### src/rtl/cnt16_pkg.sv
package cnt16_pkg;
  typedef enum logic [1:0] {
    SEL_CNT  = 2'd0,
    SEL_CMPA = 2'd1,
    SEL_CMPB = 2'd2,
    SEL_CAP  = 2'd3
  } reg_sel_e;
  localparam int unsigned NUM_CMP = 2;
endpackage

### src/rtl/cnt16_hold.sv
module cnt16_hold #(
  parameter int unsigned BW = 8
) (
  input  logic          clk_i,
  input  logic          rst_ni,
  input  logic          ld_i,
  input  logic [BW-1:0] d_i,
  output logic [BW-1:0] q_o
);
  always_ff @(posedge clk_i or negedge rst_ni) begin
    if (!rst_ni)   q_o <= '0;
    else if (ld_i) q_o <= d_i;
  end
endmodule

### src/rtl/cnt16_word.sv
module cnt16_word #(
  parameter int unsigned W = 16
) (
  input  logic         clk_i,
  input  logic         rst_ni,
  input  logic         ld_i,
  input  logic [W-1:0] d_i,
  output logic [W-1:0] q_o
);
  always_ff @(posedge clk_i or negedge rst_ni) begin
    if (!rst_ni)   q_o <= '0;
    else if (ld_i) q_o <= d_i;
  end
endmodule

### src/rtl/cnt16_ctr.sv
module cnt16_ctr #(
  parameter int unsigned W = 16
) (
  input  logic         clk_i,
  input  logic         rst_ni,
  input  logic         ld_i,
  input  logic [W-1:0] d_i,
  input  logic         en_i,
  output logic [W-1:0] q_o
);
  // bus load wins over a count pulse in the same cycle
  always_ff @(posedge clk_i or negedge rst_ni) begin
    if (!rst_ni)   q_o <= '0;
    else if (ld_i) q_o <= d_i;
    else if (en_i) q_o <= q_o + W'(1);
  end
endmodule

### src/rtl/cnt16_bytebus.sv
module cnt16_bytebus
  import cnt16_pkg::*;
#(
  parameter int unsigned BW = 8
) (
  input  logic          clk_i,
  input  logic          rst_ni,
  input  logic          cs_i,
  input  logic          we_i,
  input  logic [1:0]    reg_sel_i,
  input  logic          hi_sel_i,
  input  logic [BW-1:0] wdata_i,
  input  logic          cnt_en_i,
  input  logic          cap_stb_i,
  output logic [BW-1:0] rdata_o
);
  localparam int unsigned W = 2 * BW;
  localparam int unsigned NW = NUM_CMP + 2;

  reg_sel_e      sel;
  logic          rd_acc, wr_acc, wr_lo, sel_cap;
  logic          tmp_ld;
  logic [BW-1:0] tmp_d, tmp_q;
  logic [W-1:0]  full_w, cnt_q, cap_q, word_sel;
  logic [W-1:0]  words [NW];

  assign sel     = reg_sel_e'(reg_sel_i);
  assign rd_acc  = cs_i & ~we_i;
  assign wr_acc  = cs_i & we_i;
  assign sel_cap = (sel == SEL_CAP);
  assign wr_lo   = wr_acc & ~hi_sel_i & ~sel_cap;
  assign full_w  = {tmp_q, wdata_i};
  assign word_sel = words[reg_sel_i];

  // latch: staged high byte on write, frozen live high byte on low read
  assign tmp_ld = (wr_acc & hi_sel_i & ~sel_cap) | (rd_acc & ~hi_sel_i);
  assign tmp_d  = wr_acc ? wdata_i : word_sel[W-1:BW];

  cnt16_hold #(.BW(BW)) u_hold (
    .clk_i (clk_i), .rst_ni(rst_ni), .ld_i(tmp_ld), .d_i(tmp_d), .q_o(tmp_q)
  );

  cnt16_ctr #(.W(W)) u_ctr (
    .clk_i (clk_i), .rst_ni(rst_ni),
    .ld_i  (wr_lo & (sel == SEL_CNT)),
    .d_i   (full_w), .en_i(cnt_en_i), .q_o(cnt_q)
  );
  assign words[0] = cnt_q;

  for (genvar g = 0; g < NUM_CMP; g++) begin : g_cmp
    logic [W-1:0] q;
    cnt16_word #(.W(W)) u_cmp (
      .clk_i (clk_i), .rst_ni(rst_ni),
      .ld_i  (wr_lo & (reg_sel_i == 2'(g + 1))),
      .d_i   (full_w), .q_o(q)
    );
    assign words[g+1] = q;
  end

  cnt16_word #(.W(W)) u_cap (
    .clk_i (clk_i), .rst_ni(rst_ni), .ld_i(cap_stb_i), .d_i(cnt_q), .q_o(cap_q)
  );
  assign words[NW-1] = cap_q;

  assign rdata_o = !rd_acc  ? '0 :
                   hi_sel_i ? tmp_q : word_sel[BW-1:0];
endmodule

### config.mk
export PLATFORM = sky130hd
export DESIGN_NAME = cnt16_bytebus
export DESIGN_NICKNAME = d
export VERILOG_FILES = /design/src/rtl/cnt16_pkg.sv /design/src/rtl/cnt16_hold.sv /design/src/rtl/cnt16_word.sv /design/src/rtl/cnt16_ctr.sv /design/src/rtl/cnt16_bytebus.sv
export SDC_FILE = /design/constraint.sdc
export NUM_CORES = 1
export LEC_CHECK = 0
export ABC_AREA = 1
export BUFFER_PORTS_ARGS = -buffer_cell sky130_fd_sc_hd__buf_2
export CAP_MARGIN = 20
export CORE_ASPECT_RATIO = 2
export CORE_UTILIZATION = 30
export DETAILED_ROUTE_END_ITERATION = 12
export MAX_ROUTING_LAYER = met4
export PLACE_DENSITY_LB_ADDON = 0.15
export SLEW_MARGIN = 20
export SYNTH_ARGS = -nofsm -noshare
export SYNTH_HDL_FRONTEND = slang
export SYNTH_HIERARCHICAL = 1
export SYNTH_SLANG_ARGS = --single-unit
### constraint.sdc
create_clock -name clk_i -period 1.2 [get_ports clk_i]
set_input_delay 0.06 -clock clk_i [delete_from_list [all_inputs] [get_ports clk_i]]
set_output_delay 0.06 -clock clk_i [all_outputs]
set_load 0.02 [all_outputs]
==> flow_summary.toml <==
[outcome]
status = "finished, violations left"
violations = "negative setup slack"

[floorplanning]
die_h_um = 168
floorplan.die_area_um2 = 14300
std_cell_rows = 60
start_util_pct = 30.7
die_width_um = 84.9
coreArea_um2 = 13400
io_pins = 25

[drt]
wl_per_cell_um = 17.6
drt_iter0_markers = 265
drc_errors = 0
ant_nets = 0
wirelength_um = 14400
first_pass_iters = 6
drt-vias-per-instance = 4.86
vias = 3967

[synthesis]
synth_area_um2 = 4130
seq_area_frac_synth_pct = 43.7
synth.top_cell.area_share_pct = 43.7
postSynthCellCount = 575
syn-num-nets = 593
netlist_top_cells_area = "dfrtp_1 44%, nand2_1 28%, nand3_1 5.1%"
synth.largest_area_cell = "dfrtp_1"
yosysMostFrequentCell = "nand2_1"
postSynthAreaPerCell_um2 = 7.18
yosysWarningCount = 6
ys_seq_elements = 72
synth-edff-count = 0
synth_top_flop_cell = "dfrtp_1"
async_reset_ff_share_pct = 100
yosysUniqueCellTypes = 28
synth_common_cells = "311 x nand2_1, 72 x dfrtp_1, 42 x nand3_1"

[critical_path]
path_delay_family = "buffers and inverters"
startpoint_type = "register"
cp_common_cell = "buf_6"
slowest_stage = "dfrtp_1"
cp-end-kind = "output pin"
crit_required_ps = 1140
worst-path-buf-inv = 3
critical_path_class = "reg -> out"
critPathMaxFanout = 2
path_cells = "buf_6 > buf_6 > nand2_2 > nand3_2 > nor2_2 > nor2_1 > buf_4"
critPathMaxStageDelay_ps = 410
critical_path_arrival_ps = 1410

[sta]
fin_ws_ps = -269
tightestPinTransition_ps = 551
finalSetupViolCount = 22
slew_headroom_pct = 63.3
hold_viol = 0
rsz0062_at_grt = "true"
maxSlewViolCount = 0
finClkSkew_ps = 5.92
setup_tns_ps = -2280
fin_crit_ps = 1470
fin_hold_ws_ps = 24.6
max_freq_mhz = 681
fin_crit_sh_pct = 122

[finish]
regArea_um2 = 1810
final_cells = 817
post_route_cells_drive_above_1_share_pct = 30.2
fin_util_pct = 40.6
fill_cells = 1387
antenna_cells = 0
synthToLayoutAreaGrowth_pct = 32.1
multi_input_area_um2 = 2210
nNetsFinal = 675

[clock_tree]
tritoncts = "done"
clock-sinks = 72
clk-insertion-delay-late_ps = 330
numCtsBuffers = 9
cts-root-buf = "clkbuf_16"
clockBufferDepth = 2
ctsHtreeMaxLevel = 3
cts.clk_slew.worst_paths_ps = 60

[grt]
grt_max_degree = 34
antenna_found_initial = 0
first_global_vias = 4158
grt_usage_pct = 22.5
grt_pass1_wl_um = 23300
grt.overflow.total = 0

[placed_design]
portBuffers = 24
place_ws_ps = -186
gp_congestion = 0.844
hpwl_um = 10400
dp.cells = 782

[job]
maxCapViolCount = 0

[power]
ir_drop_mv = 0.941
power_density_nw_per_um2 = 1660
p_leak_nw = 2.89

[hold_path]
hp-class = "in -> reg"
==> tightest hold or removal path, delay by kind of cell <==
kind,cells,cell delay (ps)
and+or+nand+nor,2,110
buffers and inverters,1,140
==> placed cells by master (no fill, tap or decap), drive strengths merged <==
cell type    count
dfrtp           72
nand3           42
nor2            37
bufinv           1
o21ai           15
nor3             3
o211ai           2
ha               1
nand2          330
clkinvlp         1
buf             94
inv             23
a21oi            3
o21bai           2
a22oi           12
nand4            2
xnor2            3
clkbuf          12
clkinv           3
xor2             3
dlygate4sd3      1
==> final timing paths <==
kind                                       start  depth (start not counted)                      to  slack, ps
setup / recovery                    u_ctr/q_o[0]                          7              rdata_o[0]       -270
hold / removal                        wdata_i[7]                          3   g_cmp[0].u_cmp/q_o[7]         20
hold reg to reg            g_cmp[1].u_cmp/q_o[7]                          2   g_cmp[1].u_cmp/q_o[7]        470
setup reg to reg                    u_ctr/q_o[0]                          9           u_ctr/q_o[10]       -130
max in group asynchronous                 rst_ni                          3            u_ctr/q_o[8]        510
min in group asynchronous                 rst_ni                          2  g_cmp[1].u_cmp/q_o[10]        180
==> cells by family (layout without fill, tap and decap cells) <==
group | count (synthesis) | in the layout | synth area share, %
adder cells (fa/ha/maj) | 1 | 1 | 0.303
XOR/XNOR | 6 | 6 | 1.27
buffers and inverters | 48 | 135 | 8.82
flip-flops | 72 | 72 | 43.7
AO/OA/AOI/OAI | 34 | 34 | 5.09
AND/OR/NAND/NOR | 414 | 414 | 40.8
==> metal layers <==
metal | routed length, µm | track usage, % | up-vias
met2 | 7980 | 40.8 | 80
li1 | - | - | 1964
met3 | 392 | 2.84 | 34
met5 | 0 | - | -
met4 | 569 | 11.6 | 0
met1 | 5480 | 23.7 | 1889
==> metrics by stage <==
stage          total power (W)  cell area, µm²
5_1_grt                0.00953            5450
6_report               0.00905            5450
2_1_floorplan          0.00452            4170
4_1_cts                0.00903            5370
3_3_place_gp           0.00545            4680
3_5_place_dp           0.00549            4680
==> flip-flops by register name, indices dropped and copies added, names as in the netlist <==
| signal | cells |
|---|---|
| g_cmp.u_cmp/q_o | 32 |
| u_cap/q_o | 16 |
| u_ctr/q_o | 16 |
| u_hold/q_o | 8 |
==> repair_timing <==
action	CTS	global route
endpoints found under the setup margin	22	25
pin swaps	29	27
setup buffers	19	1
hold endpoints to repair	72	0
resized for setup	62	28
hold buffers	1	0
==> layout make-up <==
cell class / instances / share of cell area (%)
multi-input cells: 455 / 40.6
clock buffers: 12 / 4.89
flip-flops and latches: 72 / 33.2
well taps: 155 / 3.56
inverters: 24 / 2.09
repair buffers: 95 / 14.8
clock inverters: 4 / 0.941
==> power breakdown <==
group / switching (W) / internal [W] / total [W] / leakage (nW)
clock network: 0.00105 / 0.00178 / 0.00283 / 0.155
logic: 0.00149 / 0.00129 / 0.00278 / 1.80
registers: 0.000460 / 0.00298 / 0.00344 / 0.939
(Power assumes the default switching activity.)
